==> config.mk <==
export PLATFORM = sky130hd
export DESIGN_NAME = cmp_string_loader
export DESIGN_NICKNAME = d
export VERILOG_FILES = /design/src/rtl/strld_pkg.sv /design/src/rtl/strld_addr_step.sv /design/src/rtl/strld_lane_pack.sv /design/src/rtl/strld_guard.sv /design/src/rtl/cmp_string_loader.sv
export SDC_FILE = /design/constraint.sdc
export NUM_CORES = 1
export LEC_CHECK = 0
export ABC_AREA = 1
export CAP_MARGIN = 20
export CORE_MARGIN = 2
export CORE_UTILIZATION = 27
export DETAILED_ROUTE_END_ITERATION = 10
export DONT_BUFFER_PORTS = 1
export HOLD_SLACK_MARGIN = 0.03
export PLACE_DENSITY = 0.52
export SLEW_MARGIN = 15
export SYNTH_ARGS = -nofsm -noshare
export SYNTH_HDL_FRONTEND = slang
export SYNTH_SLANG_ARGS = --single-unit
==> constraint.sdc <==
create_clock -name clk -period 4.55 [get_ports clk]
set_input_delay 0.2275 -clock clk [delete_from_list [all_inputs] [get_ports clk]]
set_output_delay 0.2275 -clock clk [all_outputs]
set_load 0.1 [all_outputs]
==> src/rtl/strld_pkg.sv <==
package strld_pkg;
  localparam int LANES  = 4;
  localparam int BYTE_W = 8;
  localparam int WORD_W = LANES * BYTE_W;
  localparam int LANE_W = $clog2(LANES);

  typedef enum logic [1:0] {
    ST_IDLE,
    ST_REQ,
    ST_RSP
  } strld_state_t;
endpackage

==> src/rtl/strld_addr_step.sv <==
// Adds a small increment to an address and clips it to 32 bits in narrow mode.
module strld_addr_step #(
  parameter int ADDR_W = 64
) (
  input  logic [ADDR_W-1:0] addr_in,
  input  logic              incr,
  input  logic              narrow,
  output logic [ADDR_W-1:0] addr_out
);
  logic [ADDR_W-1:0] sum;

  assign sum = addr_in + {{(ADDR_W-1){1'b0}}, incr};

  generate
    if (ADDR_W > 32) begin : g_clip
      assign addr_out = narrow ? {{(ADDR_W-32){1'b0}}, sum[31:0]} : sum;
    end else begin : g_pass
      logic unused_narrow;
      assign unused_narrow = narrow;
      assign addr_out = sum;
    end
  endgenerate
endmodule

==> src/rtl/strld_lane_pack.sv <==
// Places a byte into its lane of a register word and makes the lane enable.
module strld_lane_pack
  import strld_pkg::*;
(
  input  logic [BYTE_W-1:0] byte_in,
  input  logic [LANE_W-1:0] lane,
  output logic [WORD_W-1:0] word_out,
  output logic [LANES-1:0]  lane_en
);
  generate
    for (genvar g = 0; g < LANES; g++) begin : g_lane
      // lane 0 is the most significant byte
      localparam int HI = WORD_W - 1 - g * BYTE_W;
      logic sel;
      assign sel = (lane == LANE_W'(g));
      assign lane_en[LANES-1-g]        = sel;
      assign word_out[HI -: BYTE_W]    = sel ? byte_in : '0;
    end
  endgenerate
endmodule

==> src/rtl/strld_guard.sv <==
// Flags a destination register that must not be written.
module strld_guard #(
  parameter int RIDX_W = 5
) (
  input  logic [RIDX_W-1:0] cur_idx,
  input  logic [RIDX_W-1:0] base_a,
  input  logic [RIDX_W-1:0] base_b,
  output logic              blocked
);
  logic hit_a, hit_b;

  assign hit_a   = (base_a != '0) && (cur_idx == base_a);
  assign hit_b   = (cur_idx == base_b);
  assign blocked = hit_a | hit_b;
endmodule

==> src/rtl/cmp_string_loader.sv <==
module cmp_string_loader
  import strld_pkg::*;
#(
  parameter int ADDR_W   = 64,
  parameter int NUM_REGS = 32,
  parameter int CNT_W    = 7,
  localparam int RIDX_W  = $clog2(NUM_REGS)
) (
  input  logic              clk,
  input  logic              rst_n,
  input  logic              start,
  input  logic [ADDR_W-1:0] start_addr,
  input  logic [RIDX_W-1:0] start_reg,
  input  logic [CNT_W-1:0]  byte_cnt,
  input  logic [7:0]        cmp_byte,
  input  logic [RIDX_W-1:0] base_a,
  input  logic [RIDX_W-1:0] base_b,
  input  logic              narrow_mode,
  output logic              busy,
  output logic              rd_req_valid,
  input  logic              rd_req_ready,
  output logic [ADDR_W-1:0] rd_req_addr,
  input  logic              rd_rsp_valid,
  output logic              rd_rsp_ready,
  input  logic [7:0]        rd_rsp_data,
  output logic              wr_en,
  output logic [RIDX_W-1:0] wr_idx,
  output logic [3:0]        wr_lane_en,
  output logic [31:0]       wr_data,
  output logic              done,
  output logic [CNT_W-1:0]  result_cnt
);
  localparam logic [RIDX_W-1:0] LAST_REG  = RIDX_W'(NUM_REGS - 1);
  localparam logic [LANE_W-1:0] LAST_LANE = LANE_W'(LANES - 1);

  strld_state_t      state_q;
  logic [ADDR_W-1:0] addr_q;
  logic [RIDX_W-1:0] reg_q;
  logic [LANE_W-1:0] lane_q;
  logic [CNT_W-1:0]  idx_q;
  logic [CNT_W-1:0]  cnt_q;
  logic [7:0]        cmp_q;
  logic [RIDX_W-1:0] ra_q, rb_q;
  logic              narrow_q;
  logic              done_q;
  logic [CNT_W-1:0]  result_q;

  logic [ADDR_W-1:0] first_addr, next_addr;
  logic              blocked;
  logic              take_cmd, rsp_take, hit, last_byte;
  logic [WORD_W-1:0] packed_word;
  logic [LANES-1:0]  packed_en;

  strld_addr_step #(.ADDR_W(ADDR_W)) u_first (
    .addr_in(start_addr), .incr(1'b0), .narrow(narrow_mode), .addr_out(first_addr)
  );

  strld_addr_step #(.ADDR_W(ADDR_W)) u_next (
    .addr_in(addr_q), .incr(1'b1), .narrow(narrow_q), .addr_out(next_addr)
  );

  strld_guard #(.RIDX_W(RIDX_W)) u_guard (
    .cur_idx(reg_q), .base_a(ra_q), .base_b(rb_q), .blocked(blocked)
  );

  strld_lane_pack u_pack (
    .byte_in(rd_rsp_data), .lane(lane_q), .word_out(packed_word), .lane_en(packed_en)
  );

  assign take_cmd  = (state_q == ST_IDLE) && start;
  assign rsp_take  = (state_q == ST_RSP) && rd_rsp_valid;
  assign hit       = (rd_rsp_data == cmp_q);
  assign last_byte = (CNT_W'(idx_q + 1'b1) == cnt_q);

  always_ff @(posedge clk) begin
    if (!rst_n) begin
      state_q  <= ST_IDLE;
      addr_q   <= '0;
      reg_q    <= '0;
      lane_q   <= '0;
      idx_q    <= '0;
      cnt_q    <= '0;
      cmp_q    <= '0;
      ra_q     <= '0;
      rb_q     <= '0;
      narrow_q <= 1'b0;
      done_q   <= 1'b0;
      result_q <= '0;
    end else begin
      done_q <= 1'b0;
      unique case (state_q)
        ST_IDLE: begin
          if (take_cmd) begin
            addr_q   <= first_addr;
            reg_q    <= start_reg;
            lane_q   <= '0;
            idx_q    <= '0;
            cnt_q    <= byte_cnt;
            cmp_q    <= cmp_byte;
            ra_q     <= base_a;
            rb_q     <= base_b;
            narrow_q <= narrow_mode;
            if (byte_cnt == '0) begin
              done_q   <= 1'b1;
              result_q <= '0;
            end else begin
              state_q <= ST_REQ;
            end
          end
        end
        ST_REQ: begin
          if (rd_req_ready) state_q <= ST_RSP;
        end
        ST_RSP: begin
          if (rsp_take) begin
            if (hit || last_byte) begin
              state_q  <= ST_IDLE;
              done_q   <= 1'b1;
              result_q <= hit ? idx_q : cnt_q;
            end else begin
              state_q <= ST_REQ;
              idx_q   <= idx_q + 1'b1;
              addr_q  <= next_addr;
              if (lane_q == LAST_LANE) begin
                lane_q <= '0;
                reg_q  <= (reg_q == LAST_REG) ? '0 : reg_q + 1'b1;
              end else begin
                lane_q <= lane_q + 1'b1;
              end
            end
          end
        end
        default: state_q <= ST_IDLE;
      endcase
    end
  end

  assign busy         = (state_q != ST_IDLE);
  assign rd_req_valid = (state_q == ST_REQ);
  assign rd_req_addr  = addr_q;
  assign rd_rsp_ready = (state_q == ST_RSP);
  assign wr_en        = rsp_take && !blocked;
  assign wr_idx       = reg_q;
  assign wr_lane_en   = packed_en;
  assign wr_data      = packed_word;
  assign done         = done_q;
  assign result_cnt   = result_q;
endmodule

==> results of run 1 <==
-- worst min path at each step --
stage,to,slack [ns],cells after the start
2_1_floorplan,cmp_q[0]$_SDFFE_PN0P_,0.36,2
3_3_place_gp,wr_idx[2]$_SDFFE_PN0P_,0.36,2
3_5_place_dp,wr_idx[2]$_SDFFE_PN0P_,0.36,2
4_1_cts,rd_req_addr[59]$_SDFFE_PN0P_,0.03,4
5_1_grt,wr_idx[0]$_SDFFE_PN0P_,0.05,3
6_report,rd_req_addr[61]$_SDFFE_PN0P_,0.04,4
-- layer usage --
layer,share of wire,up-vias,track usage
met3,0.085,62,0.0619
met1,0.41,4206,0.234
li1,-,4758,-
met5,0,-,0
met4,0.037,0,0.0850
met2,0.47,374,0.345
-- state kept, by name (all words and copies together), names as in the netlist --
register,cells
rd_req_addr,64
cmp_q,8
cnt_q,7
idx_q,7
result_cnt,7
ra_q,5
rb_q,5
wr_idx,5
lane_q,2
state_q,2
done,1
narrow_q,1
-- worst max-delay path, delay by kind of cell, from the launching register on --
| kind | cells | cell delay [ns] |
|---|---|---|
| AOI/OAI and AO/OA | 2 | 0.34 |
| DFF | 1 | 1.07 |
| and+or+nand+nor | 1 | 0.82 |
| buffers and inverters | 1 | 0.17 |
-- through the flow --
| step | std cells | cell area, sq um | hold WS, ns |
|---|---|---|---|
| 2_1_floorplan | 1480 | 8290 | 0.362 |
| 3_3_place_gp | 1882 | 8970 | 0.365 |
| 3_5_place_dp | 1882 | 8970 | 0.362 |
| 4_1_cts | 1952 | 9980 | 0.0304 |
| 5_1_grt | 1953 | 9980 | 0.0495 |
| 6_report | 1957 | 9990 | 0.0424 |
-- power breakdown --
part	internal, mW	switching (mW)	total, mW
clock	0.897	0.507	1.40
sequential	1.14	0.348	1.49
combinational	0.380	1.39	1.77
total	2.42	2.25	4.67
-- cells by family (layout without fill, tap and decap cells) --
family / count (synthesis) / after routing / synth area share
compound gates: 151 / 151 / 0.0963
xor+xnor: 32 / 32 / 0.0338
fa+ha+maj: 8 / 8 / 0.0121
buf+inv: 235 / 311 / 0.121
flops: 114 / 114 / 0.275
mux: 1 / 1 / 0.00121
other cells: 0 / 5 / 0
simple gates: 939 / 939 / 0.461
-- cells in the final DEF (no fill, tap or decap), types with 8 or more instances in the layout --
cell	count
inv_1	172
ha_1	8
nor3_1	36
buf_4	65
clkbuf_16	17
dlygate4sd3_1	38
nand4_1	33
nor2_1	300
nand3_1	86
dfxtp_1	114
nand2_1	463
o21ai_0	89
xnor2_1	11
a21oi_1	45
xor2_1	21
-- cells in the mapped netlist (8+ instances only) --
cell | count | area [sq um]
dfxtp_1 | 114 | 2280
nand4_1 | 33 | 206
nand2_1 | 463 | 1740
xnor2_1 | 11 | 96.3
xor2_1 | 21 | 184
nor2_1 | 304 | 1140
nor3_1 | 36 | 180
inv_1 | 173 | 649
nand3_1 | 86 | 430
ha_1 | 8 | 100
a21oi_1 | 45 | 225
clkbuf_1 | 32 | 120
buf_6 | 10 | 113
o21ai_0 | 89 | 445
-- area by class of cell --
cell class,count,area share
inverter,175,0.0658
timing repair buffer,105,0.0917
clock inverter,10,0.0133
clock buffer,21,0.0471
multi-input combinational,1131,0.503
sequential,114,0.228
antenna,5,0.00125
tap,396,0.0496
==> metrics.txt, run 1 <==
status finished, final reports clean; Skew-Pair Late Insertion Delay 0.43 ns; cts repair resizes 0; CP Launch Type register; Seq/Total Area, Yosys 0.275; drc violations 0; Setup crit start wr_idx[4]$_SDFFE_PN0P_; Die Y 179 microns; Max H-tree Level 4; r2r worst-path depth 15; largest net degree at the start of global routing 112; Final setup viols 0; CTS max path bufs 2; number of buffers created by CTS 17; worst-path fanout max 6; Post-CTS Hold Fix Bufs 39; setup bufs post-CTS 0; DR vias 9400; crit share post-route 0.675; Slew Limit Fails 0; CP endpoint wr_en; post-place setup slack 1.68 ns; FF/Latch Area 2280 sq um; number of synthesized flops with an enable pin 0; vias in the first global route 8873; initial DRC count 714; Yosys reg bits 114; Tot Pwr 4.67 mW; critical path's slowest cell dfxtp_1; initial core utilization 0.272; die area 32100 sq um; Hold WC Path Type in -> reg; GP Congestion 0.923; reg2reg setup slack 1.60 ns; RSZ-0062 raised after global routing false; Die Width 179 microns; Post-Syn Nets 1596; max incr delay on CP 1.07 ns; GRT Total Usage 0.202; synthesized area 8290 sq um; Mapped Cells 1480; total negative setup slack 0 ns; Final #Nets 1660; CTS tree yes; yosys warns 0; Hold Startpoint start_addr[61]; Detail Route Antenna Nets 0; Worst Path Required 4.32 ns; first-pass GRT wire length 49.1 mm; DR vias/cell 4.80; crit path cell chain inv_1 -> o221ai_1 -> o41ai_1 -> nor2_2; crit end category output port; row count 64; asr flop ratio synth 0; clock sinks 114; layout cells sized above 1 0.0746; beginning of the worst register-to-register path idx_q[0]$_SDFFE_PN0P_; IR Drop Worst-Case VDD 0.253 mV; critical path arrival 2.84 ns; fillers 3390; syn_area_per_cell 5.60 sq um; routed wire length 32.6 mm; pwr dens 467 nW/um^2; grt total ovfl 0; fin worst setup slack 1.48 ns; multi-input logic area 5020 sq um; PortBufs 0; final clock skew 0.0131 ns; r2r endpoint rd_req_addr[33]$_SDFFE_PN0P_; static leakage 4.62 nW; initial antenna violation count 4; Setup CP Type reg -> out; Area growth syn-to-layout 20.5%; Slew @ Worst Pin 1.13 ns; Max Fclk 0.326 GHz; Final Util 0.328; Hold Vio Cnt, Final 0; Core ar. 30400 sq um; max-cap check violation count 0; DP Wirelength 25.1 mm; First-pass DRT Iterations 7; slew margin rel. 0.244; Clock transition at path regs 0.06 ns; ys flop type dfxtp_1; Cell variety after synth 40; min cycle time layout 3.07 ns; Routed wire per std cell 16.7 microns; Clock Tree Root clkbuf_16; Ports 225
No activity file was read; power rests on OpenSTA's default activity.
==> run 2, diff against run 1 <==
--- a/config.mk
+++ b/config.mk
@@ -5,7 +5,7 @@
 export SDC_FILE = /design/constraint.sdc
 export NUM_CORES = 1
 export LEC_CHECK = 0
-export ABC_AREA = 1
+export ABC_AREA = 0
 export CAP_MARGIN = 20
 export CORE_MARGIN = 2
 export CORE_UTILIZATION = 27
==> constraint.sdc (replaced) <==
create_clock -name clk -period 2.9 [get_ports clk]
set_input_delay 0.145 -clock clk [delete_from_list [all_inputs] [get_ports clk]]
set_output_delay 0.145 -clock clk [all_outputs]
set_load 0.1 [all_outputs]
==> run 2 against run 1 <==
Net effect:
- sequential power is 17% higher
- sequential share of layout area shrank 0.60 points
- clock power up 61%
- register-to-register slack worse by 1.4 ns
- critical endpoint is now rd_req_addr[26]$_SDFFE_PN0P_
- largest power group is now clock
==> metrics.txt, run 2 <==
status finished, final reports clean (unchanged); Cell Count, Final, Fillers Out 1551 (was 1957); Max Fclk 0.366 GHz; row count 61 (was 64); Hold Vio Cnt, Final 0 (unchanged); routed wire length 32.1 mm (was 32.6 mm); crit end category register (was output port); placed standard-cell area 8900 sq um (was 8970 sq um); syn_area_per_cell 7.64 sq um (was 5.60 sq um); Max H-tree Level 4 (unchanged); Hold WC Path Type in -> reg (unchanged); Seq/Total Area, Yosys 0.302 (was 0.275); first-pass GRT wire length 49.1 mm (about the same); initial core utilization 0.273 (was 0.272); CP Launch Type register (unchanged); initial antenna violation count 1 (was 4); First-pass DRT Iterations 5 (was 7); Die Width 171 microns (was 179 microns); min cycle time layout 2.74 ns; critical path arrival 3.05 ns (was 2.84 ns); total negative setup slack 0 ns (unchanged); most frequent cells in the layout buf_4, nand2_1, a21oi_1 (was nand2_1, nor2_1, inv_1); CTS max path bufs 2 (unchanged); Worst Path Required 3.21 ns (was 4.32 ns); Switch Pwr 2.09 mW (was 2.25 mW); Post-Syn Nets 1107 (was 1596); DR vias/cell 5.64 (was 4.80); r2r endpoint rd_req_addr[26]$_SDFFE_PN0P_ (was rd_req_addr[33]$_SDFFE_PN0P_); WHS Path Cells 4 (unchanged); final design area excluding fillers 10400 sq um (was 9990 sq um); Yosys reg bits 114 (unchanged); DR vias 8753 (was 9400); Clock transition at path regs 0.07 ns (was 0.06 ns); Slew Limit Fails 0 (unchanged); die area 29400 sq um (was 32100 sq um); Internal Pwr Total 3.49 mW (was 2.42 mW); most instantiated library cell after synthesis nand2_1 (unchanged); ranking of synthesized cells by area dfxtp_1, nand2_1, a21oi_1 (was dfxtp_1, nand2_1, nor2_1); initial DRC count 889 (was 714); Ports 225 (unchanged); Slew @ Worst Pin 1.06 ns (was 1.13 ns); commonest cells in the synthesized netlist nand2_1, dfxtp_1, a21oi_1, clkbuf_1, nor2_1 (was nand2_1, nor2_1, inv_1, dfxtp_1, o21ai_0); largest net degree at the start of global routing 76 (was 112); RSZ-0062 raised after global routing false (unchanged); max-cap check violation count 0 (unchanged); yosys warns 0 (unchanged); Die Y 171 microns (was 179 microns); crit share post-route 0.943; Cell variety after synth 72 (was 40); Final #Nets 1275 (was 1660); worst-path fanout max 45 (was 6); number of synthesized flops with an enable pin 0 (unchanged); switching share of power 0.374 (was 0.481); area leader, netlist dfxtp_1 (unchanged); Skew-Pair Late Insertion Delay 0.43 ns (about the same); GRT Total Usage 0.215 (was 0.202); Comb pwr share 0.280 (was 0.380); dpl cells 1435 (was 1882); Clock Tree Root clkbuf_16 (unchanged); Area growth syn-to-layout 36.9% (was 20.5%); number of buffers created by CTS 17 (unchanged); beginning of the worst register-to-register path idx_q[0]$_SDFFE_PN0P_ (unchanged); r2r worst-path depth 8 (was 15); drc violations 0 (unchanged); layout cells sized above 1 0.203 (was 0.0746); DP Wirelength 22.4 mm (was 25.1 mm); vias in the first global route 8528 (was 8873); static leakage 3.75 nW (was 4.62 nW); synthesized area 7570 sq um (was 8290 sq um); ys flop type dfxtp_1 (unchanged); Hold Startpoint start_addr[36] (was start_addr[61]); asr flop ratio synth 0 (unchanged); Yosys top cell area share 0.302 (was 0.275); Routed wire per std cell 20.7 microns (was 16.7 microns); slew margin rel. 0.295 (was 0.244); Core ar. 27700 sq um (was 30400 sq um); hold path endpoint rd_req_addr[36]$_SDFFE_PN0P_ (was rd_req_addr[61]$_SDFFE_PN0P_); commonest non-fill, non-tap cell in the layout buf_4 (was nand2_1); Mapped Cells 991 (was 1480); Final setup viols 0 (unchanged); grt total ovfl 0 (unchanged); Setup CP Type reg -> reg (was reg -> out); clock sinks 114 (unchanged); pwr dens 538 nW/um^2 (was 467 nW/um^2); reg2reg setup slack 0.16 ns (was 1.60 ns); final clock skew 0.0191 ns (was 0.0131 ns); Clk pwr share 0.405 (was 0.301); sequential power share 0.315 (was 0.319); CTS tree yes (unchanged); Largest register FFs 64 (unchanged); IR Drop Worst-Case VDD 0.310 mV (was 0.253 mV); PortBufs 0 (unchanged); Detail Route Antenna Nets 0 (unchanged); Tot Pwr 5.57 mW (was 4.67 mW); GP Congestion 0.850 (was 0.923)
run 2: cell types whose count changed in the layout (fill, tap and decap cells not counted), sizes merged, moves of 22 or more:
cell and delta:
inv -155, a21oi +53, a31oi +24, and2 +45
and3 +22, nor4 +28, o21ai -66, nand3 -60
nor2 -252, nand2 -329, o32ai +41, buf +84
a211oi +35, dlygate4sd3 +43
run 2: logic make-up (layout without fill, tap and decap cells):
kind of cell | after synthesis | count (layout) | synth area share
AND/OR/NAND/NOR | 420 | 420 | 0.289
XOR/XNOR | 28 | 28 | 0.0324
adder cells (fa/ha/maj) | 8 | 8 | 0.0132
multiplexers | 8 | 8 | 0.0106
flip-flops | 114 | 114 | 0.302
AO/OA/AOI/OAI | 313 | 313 | 0.295
other | 0 | 1 | 0
buffers and inverters | 100 | 281 | 0.0589
run 2: power groups by stage:
stage          Combinational [mW]  Clock, mW  Sequential, mW
6_report                     1.56       2.26            1.75
5_1_grt                      1.65       2.37            1.77
4_1_cts                      1.56       2.29            1.75
3_5_place_dp                 1.44          0            1.79
3_3_place_gp                 1.42          0            1.79
2_1_floorplan               0.588          0            2.31
run 2: worst max-delay path by stage:
stage          slack, ns  cells past startpoint                           end                    startpoint
6_report            0.16                      8  rd_req_addr[26]$_SDFFE_PN0P_         idx_q[0]$_SDFFE_PN0P_
5_1_grt             0.03                      8  rd_req_addr[28]$_SDFFE_PN0P_         idx_q[1]$_SDFFE_PN0P_
4_1_cts             0.18                      7    result_cnt[3]$_SDFFE_PN0P_         idx_q[0]$_SDFFE_PN0P_
3_5_place_dp        0.21                      8  rd_req_addr[28]$_SDFFE_PN0P_         idx_q[1]$_SDFFE_PN0P_
3_3_place_gp        0.28                      8  rd_req_addr[23]$_SDFFE_PN0P_         idx_q[0]$_SDFFE_PN0P_
2_1_floorplan       0.02                      6  rd_req_addr[58]$_SDFFE_PN0P_  rd_req_addr[37]$_SDFFE_PN0P_
run 2: timing repair:
item	4_1_cts	5_1_grt
hold buffers	82	0
setup buffers	0	0
setup endpoints to repair	0	1
hold endpoints to repair	94	0
gates resized for setup	0	1
run 2: area by class of cell:
class | instances | area [sq um]
multi-input cells | 777 | 4870
fillers | 2903 | 17300
well taps | 378 | 473
clock inverters | 14 | 179
diodes | 1 | 2.50
flip-flops and latches | 114 | 2300
clock buffers | 18 | 439
repair buffers | 232 | 2030
inverters | 17 | 63.8
run 2: worst max-delay path, stage by stage (launching register included):
cell,delay [ns]
dfxtp_1,0.34
ha_1,0.28
nand2_1,0.13
or3_4,0.39
a2111oi_4,0.53
a31o_4,0.28
buf_12,0.23
a211oi_1,0.11
o221a_2,0.28
run 2: per-stage QoR:
stage / setup WS, ns / hold slack (ns) / util
3_5_place_dp: 0.207 / 0.286 / 0.321
4_1_cts: 0.183 / 0.0438 / 0.374
6_report: 0.164 / 0.0597 / 0.374
5_1_grt: 0.0253 / 0.0631 / 0.374
2_1_floorplan: 0.0158 / 0.281 / -
3_3_place_gp: 0.281 / 0.284 / 0.320
run 2: metal layers:
| layer | track usage | wire length [microns] |
|---|---|---|
| met2 | 0.356 | 15100 |
| met5 | 0 | 0 |
| met4 | 0.0770 | 748 |
| met3 | 0.0511 | 2660 |
| met1 | 0.273 | 13600 |
==> run 3, diff against run 2 <==
--- a/config.mk
+++ b/config.mk
@@ -7,12 +7,14 @@
 export LEC_CHECK = 0
 export ABC_AREA = 0
 export CAP_MARGIN = 20
+export CELL_PAD_IN_SITES_DETAIL_PLACEMENT = 1
+export CELL_PAD_IN_SITES_GLOBAL_PLACEMENT = 2
 export CORE_MARGIN = 2
 export CORE_UTILIZATION = 27
 export DETAILED_ROUTE_END_ITERATION = 10
 export DONT_BUFFER_PORTS = 1
 export HOLD_SLACK_MARGIN = 0.03
-export PLACE_DENSITY = 0.52
+export PLACE_DENSITY = 0.76
 export SLEW_MARGIN = 15
 export SYNTH_ARGS = -nofsm -noshare
 export SYNTH_HDL_FRONTEND = slang
==> run 3 against run 2 <==
Net effect:
- sequential share of layout area hardly changed
- combinational power about the same
- clock-buffer cell count did not move
- final cell count fell by 0.19%
- via count rose by 1.6%
- highest routed layer unchanged
==> metrics.txt, run 3 (same netlist as run 2, synthesis figures left out) <==
status finished, final reports clean (unchanged); WHS 0.0431 ns (was 0.0597 ns); RSZ-0062 raised after global routing false (unchanged); max-cap check violation count 0 (unchanged); slew margin rel. 0.311 (was 0.295); first-pass GRT wire length 52.9 mm (was 49.1 mm); DP Wirelength 23.9 mm (was 22.4 mm); min cycle time layout 2.73 ns (was 2.74 ns); initial antenna violation count 1 (unchanged); routed wire length 34.4 mm (was 32.1 mm); Clock Tree Root clkbuf_16 (unchanged); Hold Vio Cnt, Final 0 (unchanged); largest net degree at the start of global routing 76 (unchanged); Slew Limit Fails 0 (unchanged); critical path arrival 3.03 ns (was 3.05 ns); Ports 225 (unchanged); CTS max path bufs 2 (unchanged); Core ar. 27700 sq um (unchanged); number of buffers created by CTS 17 (unchanged); Slew @ Worst Pin 1.03 ns (was 1.06 ns); pwr dens 543 nW/um^2 (was 538 nW/um^2); Skew-Pair Late Insertion Delay 0.43 ns (about the same); DR vias 8889 (was 8753); WHS Path Cells 2 (was 4); clock sinks 114 (unchanged); total negative setup slack 0 ns (unchanged); CP Launch Type register (unchanged); r2r worst-path depth 7 (was 8); layout cells sized above 1 0.208 (was 0.203); commonest non-fill, non-tap cell in the layout buf_4 (unchanged); Detail Route Antenna Nets 0 (unchanged); final clock skew 0.00925 ns (was 0.0191 ns); CTS tree yes (unchanged); Routed wire per std cell 22.2 microns (was 20.7 microns); initial core utilization 0.273 (unchanged); GRT Total Usage 0.232 (was 0.215); First-pass DRT Iterations 5 (unchanged); static leakage 3.73 nW (was 3.75 nW); crit share post-route 0.941 (was 0.943); fillers 3376 (was 2903); Clock transition at path regs 0.06 ns (was 0.07 ns); Max Fclk 0.367 GHz (was 0.366 GHz); Largest register FFs 64 (unchanged); Die Width 171 microns (unchanged); Max H-tree Level 4 (unchanged); die area 29400 sq um (unchanged); Final #Nets 1272 (was 1275); row count 61 (unchanged); Die Y 171 microns (unchanged); PortBufs 0 (unchanged); Setup CP Type reg -> reg (unchanged); vias in the first global route 9243 (was 8528); worst-path fanout max 9 (was 45); drc violations 0 (unchanged); DR vias/cell 5.74 (was 5.64); Area growth syn-to-layout 36.6% (was 36.9%); initial DRC count 711 (was 889); placed standard-cell area 8880 sq um (was 8900 sq um); Final setup viols 0 (unchanged); IR Drop Worst-Case VDD 0.419 mV (was 0.310 mV); final design area excluding fillers 10300 sq um (was 10400 sq um); grt total ovfl 0 (unchanged); Hold WC Path Type in -> reg (unchanged); most frequent cells in the layout buf_4, nand2_1, a21oi_1 (unchanged); GP Congestion 0.832 (was 0.850); crit end category register (unchanged); Worst Path Required 3.20 ns (was 3.21 ns)
==> run 3: cell types whose count changed in the layout (fill, tap and decap cells not counted), sizes merged <==
cell         before  now
clkbuf           18   19
buf             151  152
dlygate4sd3      81   76
==> run 3: per-stage QoR <==
stage	worst slack, ns	std cells	power [mW]	util
final	0.172	1548	5.61	0.373
after global routing	0.00631	1547	5.82	0.373
after CTS	0.00724	1544	5.62	0.371
after detailed placement	0.0179	1435	3.24	0.321
after global placement	0.115	1435	3.22	0.321
after floorplan	0.0158	991	2.90	-
==> run 3: critical path: stages, from the launching register on <==
cell      delay, ns
dfxtp_2        0.33
ha_1           0.28
and4_1         0.31
nand3_1        0.43
nor4_4         0.73
a21oi_1        0.14
a211oi_1       0.23
o32ai_1        0.13
==> run 3: worst paths after layout <==
kind                                                   start                           end  slack, ns
worst max-delay path             rd_req_addr[0]$_SDFFE_PN0P_  rd_req_addr[52]$_SDFFE_PN0P_       0.17
worst min-delay path                          start_addr[15]  rd_req_addr[15]$_SDFFE_PN0P_       0.04
worst max register to register   rd_req_addr[0]$_SDFFE_PN0P_  rd_req_addr[52]$_SDFFE_PN0P_       0.17
worst min register to register  rd_req_addr[63]$_SDFFE_PN0P_  rd_req_addr[63]$_SDFFE_PN0P_       0.46
==> run 3: final cells by class <==
cell class | count | area (sq um) | area share
multi-input combinational | 777 | 4880 | 0.472
sequential | 114 | 2300 | 0.223
timing repair buffer | 229 | 2000 | 0.193
inverter | 17 | 63.8 | 0.00617
antenna | 1 | 2.50 | 0.000242
tap | 378 | 473 | 0.0457
clock buffer | 18 | 439 | 0.0425
clock inverter | 14 | 179 | 0.0173
==> run 3: timing repair <==
| item | 4_1_cts | 5_1_grt |
|---|---|---|
| endpoints found under the setup margin | 0 | 42 |
| resized for setup | 0 | 5 |
| endpoints found under the hold margin | 93 | 0 |
| buffers inserted | 0 | 1 |
| hold buffers | 77 | 0 |
==> run 3: power breakdown <==
| part | internal [mW] | switching (mW) |
|---|---|---|
| clock | 1.39 | 0.890 |
| sequential | 1.67 | 0.0804 |
| combinational | 0.434 | 1.15 |
==> run 3: metal layers <==
| layer | GRT usage | routed length [microns] | vias up |
|---|---|---|---|
| met2 | 0.395 | 16700 | 335 |
| met1 | 0.285 | 14600 | 4423 |
| met5 | 0 | 0 | - |
| li1 | - | - | 4094 |
| met4 | 0.0645 | 577 | 0 |
| met3 | 0.0663 | 2560 | 37 |
